===== config.mk =====
export PLATFORM = sky130hd
export DESIGN_NAME = acc_cpu
export DESIGN_NICKNAME = d
export VERILOG_FILES = /design/src/rtl/acc_cpu_pkg.sv /design/src/rtl/acc_cpu_dec.sv /design/src/rtl/acc_cpu_smadd.sv /design/src/rtl/acc_cpu.sv
export SDC_FILE = /design/constraint.sdc
export NUM_CORES = 1
export LEC_CHECK = 0
export ABC_AREA = 0
export ABC_CLOCK_PERIOD_IN_PS = 3600
export BUFFER_PORTS_ARGS = -buffer_cell sky130_fd_sc_hd__buf_2
export CAP_MARGIN = 40
export CORE_UTILIZATION = 38
export CTS_CLUSTER_SIZE = 25
export DETAILED_ROUTE_END_ITERATION = 8
export PLACE_DENSITY = 0.69
export SETUP_SLACK_MARGIN = 0.4
export SYNTH_ARGS = -nofsm -noshare
export SYNTH_HDL_FRONTEND = slang
export SYNTH_SLANG_ARGS = --single-unit

===== constraint.sdc =====
create_clock -name clk -period 3.6 [get_ports clk]
set_clock_uncertainty 0.05 [all_clocks]
set_input_delay 0.72 -clock clk [delete_from_list [all_inputs] [get_ports clk]]
set_output_delay 0.72 -clock clk [all_outputs]
set_load 0.05 [all_outputs]

===== src/rtl/acc_cpu_pkg.sv =====
package acc_cpu_pkg;

   typedef enum logic [2:0] {
      ST_FETCH,
      ST_LATCH,
      ST_EXEC,
      ST_WB,
      ST_HALT
   } state_t;

   typedef struct packed {
      logic ld_mem;
      logic st_mem;
      logic add_mem;
      logic ld_io;
      logic st_io;
      logic bad;
   } ctl_t;

endpackage


===== src/rtl/acc_cpu_dec.sv =====
module acc_cpu_dec #(
   parameter int OP_W = 4,
   parameter logic [OP_W-1:0] OPC_LD_MEM  = OP_W'(1),
   parameter logic [OP_W-1:0] OPC_ST_MEM  = OP_W'(2),
   parameter logic [OP_W-1:0] OPC_LD_IO   = OP_W'(3),
   parameter logic [OP_W-1:0] OPC_ADD_MEM = OP_W'(5),
   parameter logic [OP_W-1:0] OPC_ST_IO   = OP_W'(7)
) (
   input  logic [OP_W-1:0]     opcode,
   output acc_cpu_pkg::ctl_t   ctl
);

   always_comb begin
      ctl = '0;
      unique case (opcode)
         OPC_LD_MEM:  ctl.ld_mem  = 1'b1;
         OPC_ST_MEM:  ctl.st_mem  = 1'b1;
         OPC_ADD_MEM: ctl.add_mem = 1'b1;
         OPC_LD_IO:   ctl.ld_io   = 1'b1;
         OPC_ST_IO:   ctl.st_io   = 1'b1;
         default:     ctl.bad     = 1'b1;
      endcase
   end

endmodule


===== src/rtl/acc_cpu_smadd.sv =====
module acc_cpu_smadd #(
   parameter int DATA_W = 16
) (
   input  logic [DATA_W-1:0] a,
   input  logic [DATA_W-1:0] b,
   output logic [DATA_W-1:0] sum
);

   localparam int MAG_W = DATA_W - 1;

   logic             sa, sb, a_ge, same, sgn;
   logic [MAG_W-1:0] ma, mb, mag_sum, mag_dif, mag;

   always_comb begin
      sa      = a[DATA_W-1];
      sb      = b[DATA_W-1];
      ma      = a[MAG_W-1:0];
      mb      = b[MAG_W-1:0];
      same    = (sa == sb);
      a_ge    = (ma >= mb);
      mag_sum = ma + mb;
      mag_dif = a_ge ? (ma - mb) : (mb - ma);
      mag     = same ? mag_sum : mag_dif;
      sgn     = same ? sa : (a_ge ? sa : sb);
      // a zero magnitude is always reported as positive
      sum     = {sgn & (mag != '0), mag};
   end

endmodule


===== src/rtl/acc_cpu.sv =====
module acc_cpu #(
   parameter int DATA_W = 16,
   parameter int OP_W   = 4,
   parameter int ADDR_W = 12
) (
   input  logic              clk,
   input  logic              rst,
   output logic [ADDR_W-1:0] mem_addr,
   output logic              mem_rd,
   output logic              mem_wr,
   output logic [DATA_W-1:0] mem_wdata,
   input  logic [DATA_W-1:0] mem_rdata,
   output logic [ADDR_W-1:0] io_dev,
   output logic              io_rd,
   output logic              io_wr,
   output logic [DATA_W-1:0] io_wdata,
   input  logic [DATA_W-1:0] io_rdata,
   output logic              halted
);
   import acc_cpu_pkg::*;

   localparam int OPC_LSB = DATA_W - OP_W;

   generate
      if (OP_W + ADDR_W != DATA_W) begin : g_bad_split
         $error("acc_cpu: opcode and operand widths must fill the word");
      end
      if (OP_W < 3) begin : g_bad_op
         $error("acc_cpu: opcode field too narrow for the opcode set");
      end
      if (DATA_W < 2) begin : g_bad_data
         $error("acc_cpu: word needs a sign and a magnitude");
      end
   endgenerate

   state_t            st_q;
   logic [ADDR_W-1:0] pc_q;
   logic [DATA_W-1:0] ir_q;
   logic [DATA_W-1:0] acc_q;
   logic [OP_W-1:0]   opc;
   logic [ADDR_W-1:0] fld;
   ctl_t              ctl;
   logic [DATA_W-1:0] sum;
   logic              in_exec;

   assign opc     = ir_q[DATA_W-1:OPC_LSB];
   assign fld     = ir_q[ADDR_W-1:0];
   assign in_exec = (st_q == ST_EXEC);

   acc_cpu_dec #(.OP_W(OP_W)) u_dec (
      .opcode (opc),
      .ctl    (ctl)
   );

   acc_cpu_smadd #(.DATA_W(DATA_W)) u_add (
      .a   (acc_q),
      .b   (mem_rdata),
      .sum (sum)
   );

   always_comb begin
      mem_rd    = (st_q == ST_FETCH) || (in_exec && (ctl.ld_mem || ctl.add_mem));
      mem_wr    = in_exec && ctl.st_mem;
      mem_addr  = (st_q == ST_FETCH) ? pc_q : fld;
      mem_wdata = acc_q;
      io_dev    = fld;
      io_rd     = in_exec && ctl.ld_io;
      io_wr     = in_exec && ctl.st_io;
      io_wdata  = acc_q;
      halted    = (st_q == ST_HALT);
   end

   always_ff @(posedge clk) begin
      if (rst) begin
         st_q  <= ST_FETCH;
         pc_q  <= '0;
         ir_q  <= '0;
         acc_q <= '0;
      end else begin
         unique case (st_q)
            ST_FETCH: begin
               pc_q <= pc_q + {{(ADDR_W-1){1'b0}}, 1'b1};
               st_q <= ST_LATCH;
            end
            ST_LATCH: begin
               ir_q <= mem_rdata;
               st_q <= ST_EXEC;
            end
            ST_EXEC: begin
               if (ctl.bad) begin
                  st_q <= ST_HALT;
               end else if (ctl.ld_io) begin
                  acc_q <= io_rdata;
                  st_q  <= ST_FETCH;
               end else if (ctl.ld_mem || ctl.add_mem) begin
                  st_q <= ST_WB;
               end else begin
                  st_q <= ST_FETCH;
               end
            end
            ST_WB: begin
               acc_q <= ctl.ld_mem ? mem_rdata : sum;
               st_q  <= ST_FETCH;
            end
            default: st_q <= ST_HALT;
         endcase
      end
   end

endmodule


==> results_dict.tcl <==
set metrics [dict create \
    cp-start-kind "input port" \
    min_from "ir_q[10]" \
    arrival_ns 3.37 \
    fillCellCount 1128 \
    criticalPathCategory "in2reg" \
    synth_nets 702 \
    syn_inst 617 \
    drive_above_1_share_pct 37.06 \
    cts_tree "built" \
    postRouteAntennaNets 0 \
    drt-pass1-iter-count 5 \
    synthDistinctLibCells 62 \
    numPortBuffers 94 \
    core_area_mm2 0.01201 \
    clockBufferDepth 2 \
    multi_input_area_mm2 0.003605 \
    period_needed_ns 3.260 \
    cts_sinks 47 \
    gp_congestion 0.9964 \
    grt_pass1_wl_um 25480 \
    fmax_ghz 0.3068 \
    die_w_um 113.2 \
    final.period_utilization_pct 90.55 \
    ys_top_cells_by_area "dfxtp_1 (20%), ha_1 (13%), a21oi_1 (7.0%)" \
    drtIter0Drc 410 \
    worstPathBufferInverterCount 4 \
    yosysMostFrequentCell "a21oi_1" \
    clk_latency_ns 0.29 \
    r2r_start "io_wdata[9]" \
    worst_slew_margin_rel_pct 38.82 \
    path_max_fanout 4 \
    routed_wl_um 16570 \
    path_clk_slew_ns 0.07 \
    synth_edf_count 0 \
    worst_pin_slew_ns 0.9176 \
    async_reset_ff_share_pct 0 \
    root_buffer "clkbuf_16" \
    syn-cell-area_mm2 0.004701 \
    vias_per_cell 5.607 \
    hold_slack_ns 0.4237 \
    route.detailed.wl_per_inst_um 18.25 \
    startpoint "mem_rdata[11]" \
    critPathMostFrequentCell "buf_6" \
    total_leakage_power_nw 2.834 \
    std_cell_rows 40 \
    slew_viol_final 0 \
    seq_area_frac_synth_pct 20.02 \
    setup-violations-final 0 \
    antenna_found_initial 0 \
    die_area_mm2 0.01282 \
    dp_hpwl_um 12840 \
    drc 0 \
    io_pins 95 \
    synth-seq-cells 47 \
    cts_inserted_buffers 5 \
    synth_top_cells_by_count "a21oi_1 (66), nand2_1 (64), nor2_1 (50)" \
    max_stage_delay_ns 0.59 \
    outcome "complete, no violations" \
    end_kind "register" \
    gr-total-overflow 0 \
    cellPowerDensity_mw_per_mm2 409.7 \
    slowest_stage "or4_4" \
    ys.flop_type "dfxtp_1" \
    maxCapViolations 0 \
    area_growth_pct 35.59 \
    start_util_pct 39.14 \
    grt_pass1_vias 4865 \
    cp_top_family "simple AND/OR/NAND/NOR gates" \
    vias 5091 \
    cp_cell_sequence "buf_8 > inv_4 > ha_4 > nand4_1 > or4_4 > buf_6 > o211ai_4 > buf_6 > o21ai_0 > a31oi_1 > xnor2_1 > o211ai_1 > nor4_2 > a41oi_1" \
    setup_slack_ns 0.3401 \
    syn_area_per_cell_um2 7.619 \
    die_y_um 113.2 \
    dp_slack_ns -0.08116 \
    num_antenna_cells 0 \
    grt_usage_pct 25.33 \
    synth_top_area_share_pct 20.02 \
    rsz0062_at_grt "true" \
    yosysTopAreaCell "dfxtp_1" \
    hold_viol 0 \
    grt_max_degree 37 \
    hold_path.class "reg2reg" \
    cp.required_ns 3.71 \
    yosysWarningCount 0 \
    peakVddDrop_uv 202.0 \
    nNetsFinal 845 \
    seq_area_um2 943.4 \
    power_mw 2.611 \
    htreeDepth 2 \
]
==> layout by cell type, fill, tap and decap left out, types with 4 or more instances in the layout <==
cell type | Yosys | routed
a211oi_1 | 23 | 18
a211oi_2 | 1 | 6
a21o_1 | 6 | 6
a21oi_1 | 66 | 59
a21oi_2 | 0 | 7
a31oi_1 | 7 | 7
and3_1 | 5 | 5
buf_2 | 2 | 89
buf_4 | 33 | 92
buf_6 | 0 | 8
clkbuf_16 | 0 | 5
dfxtp_1 | 47 | 45
ha_1 | 48 | 34
ha_4 | 0 | 14
inv_1 | 44 | 35
inv_2 | 1 | 5
inv_4 | 0 | 5
mux2_2 | 12 | 12
mux2i_1 | 19 | 17
nand2_1 | 64 | 62
nand3_1 | 12 | 12
nand4_1 | 5 | 5
nor2_1 | 50 | 49
nor2b_1 | 6 | 6
nor3_1 | 15 | 13
nor4_1 | 5 | 4
o211ai_1 | 5 | 5
o21ai_0 | 28 | 22
o21ai_1 | 0 | 6
o21bai_1 | 7 | 7
o31ai_1 | 6 | 4
or3_1 | 8 | 8
xnor2_1 | 12 | 11
xor2_1 | 9 | 8
==> final cells by class <==
type / instances / area share [%]
clock buffer: 5 / 1.963
clock inverter: 3 / 0.6871
inverter: 45 / 2.846
multi-input combinational: 468 / 56.56
sequential: 47 / 14.80
tap: 147 / 2.886
timing repair buffer: 193 / 20.26
==> cell families after synthesis <==
group / synth area share, %
AND/OR/NAND/NOR: 19.08
AO/OA/AOI/OAI: 25.18
buffers and inverters: 10.83
adder cells (fa/ha/maj): 14.05
flip-flops: 20.02
multiplexers: 6.920
XOR/XNOR: 3.913
==> worst reg2reg max path, stage by stage (launching register included) <==
cell	delay, ns
dfxtp_1	0.41
ha_4	0.32
nand4_1	0.17
or4_4	0.59
buf_6	0.14
o211ai_4	0.13
buf_6	0.17
o21ai_0	0.08
a31oi_1	0.25
xnor2_1	0.18
o211ai_1	0.18
nor4_2	0.27
a41oi_1	0.14
==> through the flow <==
stage	utilization [%]	instance area, um2	TNS (ns)	cells
after floorplan	-	4761	0	617
after global placement	47.66	5724	-0.1529	887
after detailed placement	47.66	5724	-0.1479	887
after CTS	51.13	6141	0	903
after global routing	53.06	6374	0	908
final	53.06	6374	0	908
==> power by group <==
group          leakage [nW]  switching (mW)  internal (mW)
Sequential            0.383          0.0825          0.583
Combinational          2.37           0.877          0.528
Clock                0.0838           0.213          0.328
Total                  2.83            1.17           1.44
==> layer usage <==
metal  GRT usage, %  wire [um]  vias to the layer above
li1               -          -                     2440
met1          34.39       7330                     2406
met2          42.82       7879                      213
met3          2.410       1062                       32
met4          6.667        301                        0
met5              0          0                        -
==> path summary, 6_finish.rpt <==
path | cells after the start | to | slack, ns
worst max-delay path | 14 | io_wdata[15] | 0.34
worst min-delay path | 2 | ir_q[10] | 0.42
worst max register to register | 12 | io_wdata[15] | 0.41
worst min register to register | 2 | ir_q[10] | 0.42
==> state kept, by name, summed over array words and instances (netlist names) <==
name and cells:
pc_q 12, st_q 3, io_wdata 16, ir_q 16
==> timing repair <==
item	4_1_cts	5_1_grt
gates resized for setup	26	52
endpoints found under the setup margin	6	12
hold buffers	0	0
pin swaps	18	45
endpoints found under the hold margin	0	0
setup buffers	8	5
gates cloned	0	0
No activity file was read; power rests on OpenSTA's default activity.
